`config.mk`:
```
export PLATFORM = sky130hd
export DESIGN_NAME = bitlink_out
export DESIGN_NICKNAME = d
export VERILOG_FILES = /design/src/rtl/bitlink_pkg.sv /design/src/rtl/bitlink_mode_dec.sv /design/src/rtl/bitlink_divgen.sv /design/src/rtl/bitlink_line_enc.sv /design/src/rtl/bitlink_out.sv
export SDC_FILE = /design/constraint.sdc
export NUM_CORES = 1
export LEC_CHECK = 0
export BUFFER_PORTS_ARGS = -buffer_cell sky130_fd_sc_hd__buf_2
export CELL_PAD_IN_SITES_DETAIL_PLACEMENT = 0
export CELL_PAD_IN_SITES_GLOBAL_PLACEMENT = 1
export CORE_AREA = 5 5 42 44
export DETAILED_ROUTE_END_ITERATION = 10
export DIE_AREA = 0 0 47 49
export GPL_ROUTABILITY_DRIVEN = 0
export HOLD_SLACK_MARGIN = 0.05
export PLACE_DENSITY = 0.63
export REMOVE_ABC_BUFFERS = 1
export SYNTH_ARGS = -nofsm -noshare
export SYNTH_HDL_FRONTEND = slang
export SYNTH_SLANG_ARGS = --single-unit
```
`constraint.sdc`:
```
create_clock -name clk -period 3 [get_ports clk]
set_input_delay 0.45 -clock clk [delete_from_list [all_inputs] [get_ports clk]]
set_output_delay 0.45 -clock clk [all_outputs]
set_load 0.02 [all_outputs]
```
`src/rtl/bitlink_pkg.sv`:
```
package bitlink_pkg;
    localparam int DIV_W = 2;

    typedef enum logic [1:0] {
        LM_DIRECT = 2'b00,
        LM_HALF   = 2'b01,
        LM_MANCH  = 2'b10,
        LM_EXTCLK = 2'b11
    } link_mode_e;

    typedef struct packed {
        logic use_ext;
        logic slow_clk;
        logic manch;
        logic pin_drive;
    } link_ctl_t;

    typedef enum logic {
        ST_LOAD = 1'b0,
        ST_RUN  = 1'b1
    } link_state_e;
endpackage

```
`src/rtl/bitlink_mode_dec.sv`:
```
module bitlink_mode_dec
    import bitlink_pkg::*;
(
    input  link_mode_e mode,
    output link_ctl_t  ctl
);
    always_comb begin
        ctl = '0;
        unique case (mode)
            LM_DIRECT: ctl = '{use_ext: 1'b0, slow_clk: 1'b0, manch: 1'b0, pin_drive: 1'b1};
            LM_HALF:   ctl = '{use_ext: 1'b0, slow_clk: 1'b1, manch: 1'b0, pin_drive: 1'b1};
            LM_MANCH:  ctl = '{use_ext: 1'b0, slow_clk: 1'b1, manch: 1'b1, pin_drive: 1'b1};
            LM_EXTCLK: ctl = '{use_ext: 1'b1, slow_clk: 1'b0, manch: 1'b0, pin_drive: 1'b0};
        endcase
    end
endmodule

```
`src/rtl/bitlink_divgen.sv`:
```
module bitlink_divgen
    import bitlink_pkg::*;
#(
    parameter int SYNC_STAGES = 2
) (
    input  logic             clk,
    input  logic             rst_n,
    input  logic             ext_clk,
    input  logic             use_ext,
    input  logic             clear,
    input  logic             run,
    output logic             tick,
    output logic             wrap,
    output logic [DIV_W-1:0] cnt
);
    localparam logic [DIV_W-1:0] CNT_LAST = '1;

    logic [SYNC_STAGES-1:0] sync_q;
    logic                   edge_q;

    always_ff @(posedge clk) begin
        if (!rst_n) begin
            sync_q <= '0;
            edge_q <= 1'b0;
        end else begin
            sync_q <= {sync_q[SYNC_STAGES-2:0], ext_clk};
            edge_q <= sync_q[SYNC_STAGES-1];
        end
    end

    assign tick = use_ext ? (sync_q[SYNC_STAGES-1] & ~edge_q) : 1'b1;
    assign wrap = run & tick & (cnt == CNT_LAST);

    always_ff @(posedge clk) begin
        if (!rst_n || clear) begin
            cnt <= '0;
        end else if (run && tick) begin
            cnt <= cnt + 1'b1;
        end
    end
endmodule

```
`src/rtl/bitlink_line_enc.sv`:
```
module bitlink_line_enc (
    input  logic clk,
    input  logic rst_n,
    input  logic capture,
    input  logic mod_bit,
    input  logic manch,
    input  logic first_half,
    output logic data_out
);
    logic bit_q;

    always_ff @(posedge clk) begin
        if (!rst_n) begin
            bit_q <= 1'b0;
        end else if (capture) begin
            bit_q <= mod_bit;
        end
    end

    assign data_out = manch ? (first_half ? bit_q : ~bit_q) : bit_q;
endmodule

```
`src/rtl/bitlink_out.sv`:
```
module bitlink_out
    import bitlink_pkg::*;
(
    input  logic       clk,
    input  logic       rst_n,
    input  logic       ext_clk,
    input  logic [1:0] mode,
    input  logic       mod_bit,
    output logic       data_out,
    output logic       clk_out,
    output logic       clk_oe
);
    localparam logic [DIV_W-1:0] SLOW_PRE_RISE = DIV_W'(1);

    link_mode_e       mode_req;
    link_mode_e       active_q, active_d;
    link_state_e      state_q, state_d;
    link_ctl_t        ctl;
    logic             tick, wrap, div_clear, div_run, capture, sel_clk;
    logic [DIV_W-1:0] cnt;

    assign mode_req = link_mode_e'(mode);

    bitlink_mode_dec u_dec (
        .mode (active_q),
        .ctl  (ctl)
    );

    bitlink_divgen #(.SYNC_STAGES(2)) u_div (
        .clk     (clk),
        .rst_n   (rst_n),
        .ext_clk (ext_clk),
        .use_ext (ctl.use_ext),
        .clear   (div_clear),
        .run     (div_run),
        .tick    (tick),
        .wrap    (wrap),
        .cnt     (cnt)
    );

    bitlink_line_enc u_enc (
        .clk        (clk),
        .rst_n      (rst_n),
        .capture    (capture),
        .mod_bit    (mod_bit),
        .manch      (ctl.manch),
        .first_half (cnt[DIV_W-1]),
        .data_out   (data_out)
    );

    always_ff @(posedge clk) begin
        if (!rst_n) begin
            state_q  <= ST_LOAD;
            active_q <= LM_DIRECT;
        end else begin
            state_q  <= state_d;
            active_q <= active_d;
        end
    end

    always_comb begin
        state_d  = state_q;
        active_d = active_q;
        unique case (state_q)
            ST_LOAD: begin
                state_d  = ST_RUN;
                active_d = mode_req;
            end
            ST_RUN: begin
                if (wrap && (mode_req != active_q)) begin
                    state_d = ST_LOAD;
                end
            end
        endcase
    end

    always_comb begin
        div_clear = (state_q == ST_LOAD);
        div_run   = (state_q == ST_RUN);
        sel_clk   = ctl.slow_clk ? cnt[DIV_W-1] : cnt[0];
        capture   = div_run & tick &
                    (ctl.slow_clk ? (cnt == SLOW_PRE_RISE) : ~cnt[0]);
        clk_oe    = ctl.pin_drive;
        clk_out   = ctl.pin_drive & div_run & sel_clk;
    end
endmodule

```
======== Word-level counts from Yosys, hierarchy flattened ========
Cells that the tools add are included.
word-level totals
  register bits after elaboration ......... 9
  bits in latches ......................... 0
  RAM bits ................................ 0
  bits in read-only memories .............. 0
  output and inout bits ................... 3
  word-level logic and storage cells ...... 36
  memories kept ........................... 0
operators by class
  $add $sub $neg .......................... 1
  multiply operators ...................... 0
  div/mod/pow operators ................... 0
  order comparisons ....................... 0
  eq/ne operators ......................... 6
  shift operators ......................... 0
  muxes and demuxes ....................... 8
  bitwise operators ....................... 10
  reduce and logical (&&, ||, !) cells .... 5
operators with widths
  cell                                                 count
  case mux 4 bit (4 select lines)                      1
  AND 1 bit                                            6
  equality test 2 bit, second input constant           3
  2-to-1 mux 1 bit                                     6
  equality test 2 x 1 -> 1 bit, second input constant  2
  inverter 1 bit                                       4
  adder 2 x 1 -> 2 bit, second input constant          1
  logical AND 1 bit                                    2
  logical NOT 2 bit                                    1
  != test 2 bit                                        1
  case mux 1 bit (2 select lines)                      1
  logical NOT 1 bit                                    1
  logical OR 1 bit                                     1

======== Depth between registers and ports, before layout ========
Gate-level depths: netlist of the first run.
  depth in word-level cells ............... 8
  depth in mapped cells ................... 5

======== Modules after synthesis ========
Synthesis of the first run repeated with hierarchy kept, for this count alone.
second synthesis, totals
  cells, all modules ...................... 50
  area total of the unflattened synthesis .. 488.0 µm²
modules (own cells, without submodules)
  module            times used  cells an instance  area each (µm²)
  bitlink_divgen    1           20                 220.2
  bitlink_out       1           19                 160.2
  bitlink_line_enc  1           5                  58.8
  bitlink_mode_dec  1           6                  48.8

======== Worst setup path after synthesis of the first run ========
No wires, ideal clock.
  kind .................................... register to output
  from .................................... reg active_q[0]
  to ...................................... out clk_out
  arrival time ............................ 1.311 ns
  setup slack ............................. 1.239 ns
  cell stages (with the launch flop) ...... 5
  cell sequence ........................... dfxtp_1 > inv_1 > ha_1 > mux2i_1 > nor3_1
on the way
  cells in the longest elaborated chain, start to end .. 4
  elaborated cells between the ends (all ways) .. 8
  those cells by class .................... eq/ne (3); mux (2); bitwise (2); reduce/logical (1)
ends and longest elaborated chain
  item                                               RTL line                              RTL
  start: declaration                                 bitlink_out.sv:16                     link_mode_e active_q, active_d;
  start signal: assignment                           bitlink_out.sv:57                     active_q <= active_d;
  equality test 2 bit, or another cell as far along  bitlink_mode_dec.sv:9                 unique case (mode)
  case mux 4 bit (4 select lines) (*)                bitlink_mode_dec.sv:9
  AND 1 bit or 2-to-1 mux 1 bit (tied branches)      bitlink_out.sv:84, bitlink_out.sv:80
  AND 1 bit (*)                                      bitlink_out.sv:84                     clk_out = ctl.pin_drive & div_run & sel_clk;
  end: declaration                                   bitlink_out.sv:10                     output logic clk_out,
Every way passes the cells marked *; elsewhere a longest branch is shown, timed or not.

======== Worst setup path in the final report of the first run ========
Ends and elaborated chain as after synthesis.

==> run metrics, run 1 <==
DRC=0; ant diodes=0; CP startpoint kind=register; grt ovf=0; Synth Area in XOR/XNOR=0.05738; crit path max fanout=4; Worst Tran Pin Value=0.2825 ns; clk_skew=0.0008588 ns; initial DRC count=6; max-cap viol count=0; via count=about 340; die width=47 µm; final setup vio count=0; status=finished, final reports clean; final setup margin=1.068 ns; Slew Limit Headroom=0.8104; worst setup path class=register to primary output; gr usage total=0.08110; mux share of post-synthesis cell area=0.08743; Routed Antenna Nets=0; FF+latch count, synth=9; CTS Sinks=9; TritonCTS clock tree=yes; setup tns final=0 ns; I/O pin cnt=9; DRT Pass-1 Iters=3; Cell Int Power=0.0001974 W; wire length per cell=~10 µm; syn avg cell area=between 9 and 10 µm²; share of cells above drive strength 1=0.2414; Core Box Area=~0.0014 mm²; Vias per Instance=4.554; sequential fraction of the synthesis area=0.3934; vias in the first global route=304; leakage power=0.2504 nW; Synth Instances=47; critical path arrival=approximately 1.5 ns; Slew Limit Fails=0; Final Cycle Share=0.6441; switching pwr=0.00006685 W; clock root buffer=clkbuf_4; sequential share of power=0.501; pre-CTS setup slack=1.345 ns; Clock Path Buffers=2; VDD IR max=0.2469 mV; Hold Crit Class=input pin to register; Post-CTS Setup Bufs=0; Reg clk slew, reported paths=0.06 ns; I/O Buffers=8; Std-Cell Rows=14; number of library cell types mapped by synthesis=20; Core Util, Final=0.3848; Post-CTS Hold Buffers=0; Clock power frac=0.349; R2R setup slack=1.48 ns; initial antenna violation count=0; largest family of logic cells by synthesized area=simple AND/OR/NAND/NOR gates; top achievable clock speed=517.6 MHz; RSZ-0062 raised after global routing=false; effective utilization at floorplan=0.3268; first-pass GRT wire length=1.283 mm; Simple-Gate Fraction of Synth Area=0.1749; min cycle time layout=1.932 ns; worst path required time=2.55 ns; Switching Share=0.2529; PD cells=490.1 mW/mm²; CTS buffer count=3; Yosys warnings=0; total die area=0.002303 mm²; largest net degree at the start of global routing=9; CTS resizes=0; drt total wl=772 µm; Logic pwr share=0.151; Crit. End Element=primary output; HPWL Detailed=623.2 µm; Area growth syn-to-layout=17.76%; Die Y=roughly 49 µm; worst skew pair latency=0.26 ns; Post-Syn Area=457.9 µm²; post-synthesis compound-gate area fraction=0.1257; Fin. Hold Viols=0; Max H-tree Level=1; # nets final=69; Synth Area in Adders=0.1093
==> layout by cell type, fill, tap and decap left out <==
cell type,count
a221oi_1,1
nand2b_4,1
inv_1,5
a311oi_1,1
clkbuf_1,1
clkbuf_4,3
and2_1,3
buf_2,8
xnor2_1,3
mux2i_1,4
nand2b_1,1
ha_1,4
a21o_1,1
nor3_1,1
nor2_1,2
a21boi_1,1
a221oi_2,1
dfxtp_1,9
nand2_1,4
nand2b_2,1
a21oi_1,2
nand3_1,1
==> state kept, by name, summed over array words and instances (netlist names) <==
register,flops
active_q,2
u_div.cnt,2
u_div.edge_q,1
u_enc.bit_q,1
div_run,1
u_div.sync_q,2
==> routing by layer <==
metal / part of all wire / track usage
met5: 0 / 0
met4: 0.035 / 0.08295
met3: 0.078 / 0.02214
met2: 0.42 / 0.1041
met1: 0.46 / 0.09934
==> logic make-up (layout without fill, tap and decap cells) <==
| group | Yosys count | count (layout) |
|---|---|---|
| adder cells (fa/ha/maj) | 4 | 4 |
| AND/OR/NAND/NOR | 14 | 14 |
| multiplexers | 4 | 4 |
| AO/OA/AOI/OAI | 7 | 7 |
| flip-flops | 9 | 9 |
| XOR/XNOR | 3 | 3 |
| buffers and inverters | 6 | 17 |
==> synthesized netlist by cell type <==
library cell / n / area, µm²
a21o_1: 1 / 7.510
a221oi_1: 1 / 8.760
a21boi_1: 1 / 7.510
dfxtp_1: 9 / 180.2
nand2b_4: 1 / 13.76
nand2_1: 4 / 15.01
mux2i_1: 4 / 40.04
nor3_1: 1 / 5.000
a21oi_1: 2 / 10.01
a311oi_1: 1 / 8.760
ha_1: 4 / 50.05
and2_1: 3 / 18.77
nand2b_2: 1 / 8.760
nor2_1: 2 / 7.510
inv_1: 5 / 18.77
xnor2_1: 3 / 26.28
clkbuf_2: 1 / 5.000
nand3_1: 1 / 5.000
nand2b_1: 1 / 6.260
a221oi_2: 1 / 15.01
==> final cells by class <==
cell class / count / area, µm²
Sequential cell: 9 / 180.2
Fill cell: 158 / 862.1
Multi-Input combinational cell: 32 / 254.0
Timing Repair Buffer: 8 / 40.04
Clock buffer: 4 / 26.28
Tap cell: 16 / 20.02
Inverter: 5 / 18.77
==> stage by stage <==
step	power (W)	instance area (µm²)	cells	hold WS, ns
after floorplan	0.0001629	452.9	46	0.4118
after global placement	0.0001753	513.0	70	0.4314
after detailed placement	0.0001755	513.0	70	0.4289
after CTS	0.0002710	539.3	74	0.3859
after global routing	0.0002795	539.3	74	0.3966
final	0.0002643	539.3	74	0.3957
==> power by group through the flow <==
stage          clock (W)  combinational, W  sequential [W]
2_1_floorplan          0         0.0000295        0.000133
3_3_place_gp           0         0.0000403        0.000135
3_5_place_dp           0         0.0000403        0.000135
4_1_cts        0.0000981         0.0000405        0.000132
5_1_grt         0.000102         0.0000445        0.000133
6_report       0.0000922         0.0000398        0.000132
==> critical path, cell delays in order (launching register included) <==
cell     delay [ns]
dfxtp_1        0.39
inv_1          0.06
ha_1           0.33
mux2i_1        0.13
nor3_1         0.13
buf_2          0.19
==> final timing paths <==
path | startpoint | endpoint | cells after the start
hold reg to reg | u_div.sync_q[0] | u_div.sync_q[1] | 1
setup reg to reg | active_q[0] | u_enc.bit_q | 5
setup / recovery | active_q[0] | clk_out | 5
hold / removal | ext_clk | u_div.sync_q[0] | 2
Note: power is estimated with default switching activity, not from simulation.
==> run 2, diff against run 1 <==
--- a/config.mk
+++ b/config.mk
@@ -8,12 +8,12 @@
 export BUFFER_PORTS_ARGS = -buffer_cell sky130_fd_sc_hd__buf_2
 export CELL_PAD_IN_SITES_DETAIL_PLACEMENT = 0
 export CELL_PAD_IN_SITES_GLOBAL_PLACEMENT = 1
-export CORE_AREA = 5 5 42 44
+export CORE_MARGIN = 5
+export CORE_UTILIZATION = 34
 export DETAILED_ROUTE_END_ITERATION = 10
-export DIE_AREA = 0 0 47 49
 export GPL_ROUTABILITY_DRIVEN = 0
 export HOLD_SLACK_MARGIN = 0.05
-export PLACE_DENSITY = 0.63
+export PLACE_DENSITY = 0.65
 export REMOVE_ABC_BUFFERS = 1
 export SYNTH_ARGS = -nofsm -noshare
 export SYNTH_HDL_FRONTEND = slang
==> constraint.sdc (replaced) <==
create_clock -name clk -period 1.65 [get_ports clk]
set_input_delay 0.2475 -clock clk [delete_from_list [all_inputs] [get_ports clk]]
set_output_delay 0.2475 -clock clk [all_outputs]
set_load 0.02 [all_outputs]
==> run metrics, run 2 (synthesized netlist as in run 1, its figures left out) <==
status=finished, final reports clean; die width=46.70 µm; Logic pwr share=0.162; CP startpoint kind=register; first-pass GRT wire length=1.476 mm; Post-DP Area=511.7 µm²; Vias per Instance=about 4.6; commonest non-fill, non-tap cells in the layout=buf_2 (8), dfxtp_1 (7), inv_1 (4), mux2i_1 (4), nand2_1 (4); gr usage total=0.1014; Largest delay share family, worst path=flip-flops; Area growth syn-to-layout=23.22%; worst setup path class=register to primary output; vias in the first global route=361; top achievable clock speed=between 600 and 700 MHz; met1 usage=0.1183; Post-CTS Hold Buffers=0; RSZ-0062 raised after global routing=false; Crit. End Element=primary output; HPWL Detailed=approximately 610 µm; final setup vio count=0; Min Hold Slack=0.1851 ns; Max H-tree Level=1; met2 Track Usage GR=0.1374; Routed Antenna Nets=0; # nets final=70; sequential share of power=0.494; Finished Cell Area=564.3 µm²; clock root buffer=clkbuf_4; effective utilization at floorplan=0.3564; setup tns final=0 ns; Switching Share=0.2614; CP bufs+invs=2; busiest grt layer=met2; CTS Sinks=9; min cycle time layout=1.556 ns; initial antenna violation count=0; switching pwr=approximately 0.00013 W; CP peak stage delay=0.33 ns; worst skew pair latency=between 0.2 and 0.3 ns; via count=around 340; most common cell after layout, fill and taps aside=buf_2; total die area=0.002181 mm²; grt ovf=0; Fin. Hold Viols=0; leakage power=0.2568 nW; Slew Limit Headroom=0.8465; Clock power frac=0.344; max-cap viol count=0; Slowest-stage cell, CP=dfxtp_2; Clock Path Buffers=2; worst path required time=between 1 and 1.5 ns; DRT Pass-1 Iters=4; VDD IR max=0.5403 mV; TritonCTS clock tree=yes; clk_skew=approximately 0.0052 ns; GR Layer Usage met3=0.05078; DRC=0; final setup margin=approximately 0.094 ns; I/O Buffers=8; critical path arrival=1.31 ns; crit path max fanout=3; Slew Limit Fails=0; wire length per cell=10.68 µm; crit path cell chain=inv_2 > ha_4 > mux2i_1 > nor3_1 > buf_2; Worst Tran Pin Value=0.2303 ns; Final Cycle Share=0.9432; Std-Cell Rows=13; PD cells=864.2 mW/mm²; largest registers=active_q (2), u_div.cnt (2), u_div.sync_q (2); pre-CTS setup slack=0.1643 ns; Reg clk slew, reported paths=0.06 ns; largest net degree at the start of global routing=9; ant diodes=0; Hold Crit Class=input pin to register; filler cell count=132; drt total wl=790 µm; CTS buffer count=3; initial DRC count=1; Cell Int Power=between 0.0003 and 0.0004 W; share of cells above drive strength 1=0.3559; Die Y=46.70 µm; Core Box Area=0.001285 mm²; I/O pin cnt=9
-- run 2: stage by stage --
step	total power (W)	utilization	std cells
2_1_floorplan	0.0002962	-	46
3_3_place_gp	0.0003184	0.3982	69
3_5_place_dp	0.0003181	0.3982	69
4_1_cts	0.0004983	0.4372	74
5_1_grt	0.0005256	0.4391	74
6_report	0.0004876	0.4391	74
-- run 2: layout make-up --
| cell class | count | area, µm² | area share |
|---|---|---|---|
| multi-input cells | 32 | 269.0 | 0.4767 |
| flip-flops and latches | 9 | 182.7 | 0.3237 |
| repair buffers | 9 | 47.55 | 0.08426 |
| clock buffers | 3 | 22.52 | 0.03991 |
| inverters | 5 | 18.77 | 0.03326 |
| well taps | 15 | 18.77 | 0.03326 |
| clock inverters | 1 | 5.005 | 0.008869 |
-- run 2: repair_timing --
action,4_1_cts,5_1_grt
resized for setup,3,2
gates cloned,0,0
buffers inserted,1,0
endpoints found under the setup margin,1,1
pin swaps,0,1
-- run 2: path summary, 6_finish.rpt --
| kind | start | to | slack [ns] | cells past startpoint |
|---|---|---|---|---|
| hold reg to reg | u_div.sync_q[0] | u_div.sync_q[1] | 0.44 | 1 |
| hold / removal | ext_clk | u_div.sync_q[0] | 0.19 | 2 |
| setup / recovery | active_q[0] | clk_out | 0.09 | 5 |
| setup reg to reg | active_q[1] | u_enc.bit_q | 0.33 | 4 |
-- run 2: power groups by stage --
stage | clock network [W] | registers, W | logic (W)
4_1_cts | 0.000178 | 0.000240 | 0.0000796
6_report | 0.000168 | 0.000241 | 0.0000789
3_3_place_gp | 0 | 0.000245 | 0.0000732
3_5_place_dp | 0 | 0.000245 | 0.0000730
2_1_floorplan | 0 | 0.000243 | 0.0000536
5_1_grt | 0.000194 | 0.000243 | 0.0000895
-- run 2: routing by layer --
layer | vias to the layer above | part of all wire
li1 | 182 | -
met1 | 146 | 0.50
met2 | 12 | 0.41
met3 | 2 | 0.072
met4 | 0 | 0.015
met5 | - | 0
==> run 3, diff against run 2 <==
--- a/config.mk
+++ b/config.mk
@@ -5,15 +5,16 @@
 export SDC_FILE = /design/constraint.sdc
 export NUM_CORES = 1
 export LEC_CHECK = 0
+export ABC_AREA = 1
 export BUFFER_PORTS_ARGS = -buffer_cell sky130_fd_sc_hd__buf_2
 export CELL_PAD_IN_SITES_DETAIL_PLACEMENT = 0
 export CELL_PAD_IN_SITES_GLOBAL_PLACEMENT = 1
 export CORE_MARGIN = 5
-export CORE_UTILIZATION = 34
+export CORE_UTILIZATION = 31
 export DETAILED_ROUTE_END_ITERATION = 10
 export GPL_ROUTABILITY_DRIVEN = 0
 export HOLD_SLACK_MARGIN = 0.05
-export PLACE_DENSITY = 0.65
+export PLACE_DENSITY = 0.64
 export REMOVE_ABC_BUFFERS = 1
 export SYNTH_ARGS = -nofsm -noshare
 export SYNTH_HDL_FRONTEND = slang
==> constraint.sdc (replaced) <==
create_clock -name clk -period 1.35 [get_ports clk]
set_input_delay 0.2025 -clock clk [delete_from_list [all_inputs] [get_ports clk]]
set_output_delay 0.2025 -clock clk [all_outputs]
set_load 0.02 [all_outputs]
==> run metrics, run 3 <==
# nets final=95; HPWL Detailed=around 730 µm; most common cell after layout, fill and taps aside=inv_1; count leader, synth=inv_1; commonest non-fill, non-tap cells in the layout=inv_1 (15), nand2_1 (11), dfxtp_1 (7), buf_4 (7), buf_2 (5); final setup vio count=2; syn avg cell area=between 7 and 8 µm²; TritonCTS clock tree=yes; RSZ-0062 raised after global routing=true; Reg clk slew, reported paths=0.06 ns; r2r startpoint=active_q[0]; FF+latch count, synth=9; Crit. End Element=primary output; via count=between 400 and 500; CP peak stage delay=~0.34 ns; critical path launch point=active_q[0]; DRC=0; PD cells=1000 mW/mm²; leakage power=0.3460 nW; Slew Limit Fails=0; reg2reg path depth=9; grt ovf=0; initial DRC count=8; worst setup path class=register to primary output; clk_skew=0.002561 ns; crit path max fanout=4; Post-Syn Area=462.9 µm²; Post-synth top cells=inv_1 (17), nand2_1 (12), dfxtp_1 (9); Synth top area share=0.3892; initial antenna violation count=0; status=finished, violations left; Slowest-stage cell, CP=dfxtp_2; Hold Crit Class=input pin to register; Critical R2R Capture=u_enc.bit_q; sequential fraction of the synthesis area=0.3892; max-cap viol count=0; die width=between 40 and 50 µm; effective utilization at floorplan=0.3184; I/O pin cnt=9; most frequent CP cell=inv_2; worst skew pair latency=0.26 ns; min cycle time layout=1.596 ns; Final Power=~0.00066 W; drt total wl=979 µm; final cell count without fillers=100; I/O Buffers=8; final setup margin=-0.2460 ns; Post-CTS Hold Buffers=0; vias in the first global route=405; cell taking the most area after synthesis=dfxtp_1; Routed Antenna Nets=0; Area growth syn-to-layout=42.97%; largest net degree at the start of global routing=9; Final Cycle Share=1.182; Yosys warnings=0; worst path required time=1.15 ns; Placed Cells=95; VDD IR max=between 0.4 and 0.5 mV; Core Box Area=0.001454 mm²; hold depth=3; largest registers=active_q (2), u_div.cnt (2), u_div.sync_q (2); crit path cell chain=inv_2 > ha_4 > nand2_4 > inv_2 > nor2_2 > nor3_2 > buf_4; Synth Instances=66; wire length per cell=approximately 9.8 µm; EDFF count, synth=0; ant diodes=0; Worst Tran Pin Value=0.2414 ns; share of cells above drive strength 1=0.3690; CTS buffer count=3; CP startpoint kind=register; Hold Path End=u_div.sync_q[0]; CTS Sinks=9; top achievable clock speed=626.6 MHz; critical path arrival=1.39 ns; R2R setup slack=about 0.14 ns; Die Y=48.65 µm; Max H-tree Level=1; total die area=between 0.002 and 0.0025 mm²; Vias per Instance=4.270; Slew Limit Headroom=0.8389; Std-Cell Rows=14; DRT Pass-1 Iters=3; number of library cell types mapped by synthesis=14; gr usage total=0.09194; Clock Path Buffers=2; Fin. Hold Viols=0; clock root buffer=clkbuf_4; ys async rst share=0; ys flop type=dfxtp_1; Synth area leaders=dfxtp_1 (39%), inv_1 (14%), ha_1 (11%), nand2_1 (9.7%), nor2_1 (5.7%); failing checks=negative setup slack; Hold Startpoint=ext_clk; first-pass GRT wire length=1.662 mm; Min Hold Slack=0.1261 ns
-- run 3: how the worst max path moves through the flow --
stage               to  slack (ns)  cells after the start
5_1_grt        clk_out       -0.32                      7
2_1_floorplan  clk_out       -0.18                      6
3_5_place_dp   clk_out       -0.06                      7
3_3_place_gp   clk_out       0.008                      7
6_report       clk_out       -0.25                      7
4_1_cts        clk_out       -0.25                      7
-- run 3: logic make-up (layout without fill, tap and decap cells) --
logic type                 count (synthesis)  count (layout)  synth area share
DFF                                        9               9            0.3892
buffers and inverters                     17              35            0.1378
xor gates and xnor gates                   1               1           0.01892
AOI/OAI and AO/OA                         10              10            0.1135
adders and majority gates                  4               4            0.1081
and+or+nand+nor                           25              25            0.2324
-- run 3: final cells by class --
type	count	area [µm²]
fill	151	792.0
tap	16	20.02
timing repair buffer	14	100.1
sequential	9	182.7
clock buffer	4	26.28
multi-input combinational	40	269.0
inverter	17	63.81
-- run 3: through the flow --
stage | setup slack [ns] | area, µm² | utilization | setup TNS, ns
final | -0.2460 | 661.9 | 0.4553 | -0.2754
after global routing | -0.3183 | 661.9 | 0.4553 | -0.4355
after CTS | -0.2461 | 630.6 | 0.4337 | -0.2971
after detailed placement | -0.05880 | 560.5 | 0.3855 | -0.08187
after global placement | 0.007833 | 560.5 | 0.3855 | 0
after floorplan | -0.1813 | 462.9 | - | -0.1813
-- run 3: critical path: cells and delay by family, from the launching register on --
kind / cells / cell delay, ns
adders and majority gates: 1 / 0.29
buffers and inverters: 3 / 0.28
DFF: 1 / 0.34
and+or+nand+nor: 3 / 0.23
-- run 3: routing by layer --
layer / vias to the layer above / share of wire / global-route usage
met1: 183 / 0.46 / 0.1099
met2: 10 / 0.48 / 0.1370
li1: 234 / - / -
met4: 0 / 0 / 0.05381
met5: - / 0 / 0
met3: 0 / 0.059 / 0.03681
-- run 3: repair_timing --
| item | 4_1_cts | 5_1_grt |
|---|---|---|
| setup buffers | 2 | 1 |
| endpoints found under the hold margin | 0 | 0 |
| setup endpoints to repair | 4 | 4 |
| resized for setup | 10 | 9 |
| pin swaps | 1 | 4 |
-- run 3: where the power goes --
group,switching [W],internal (W)
sequential,0.0000136,0.000284
combinational,0.0000813,0.0000762
clock,0.0000934,0.000114
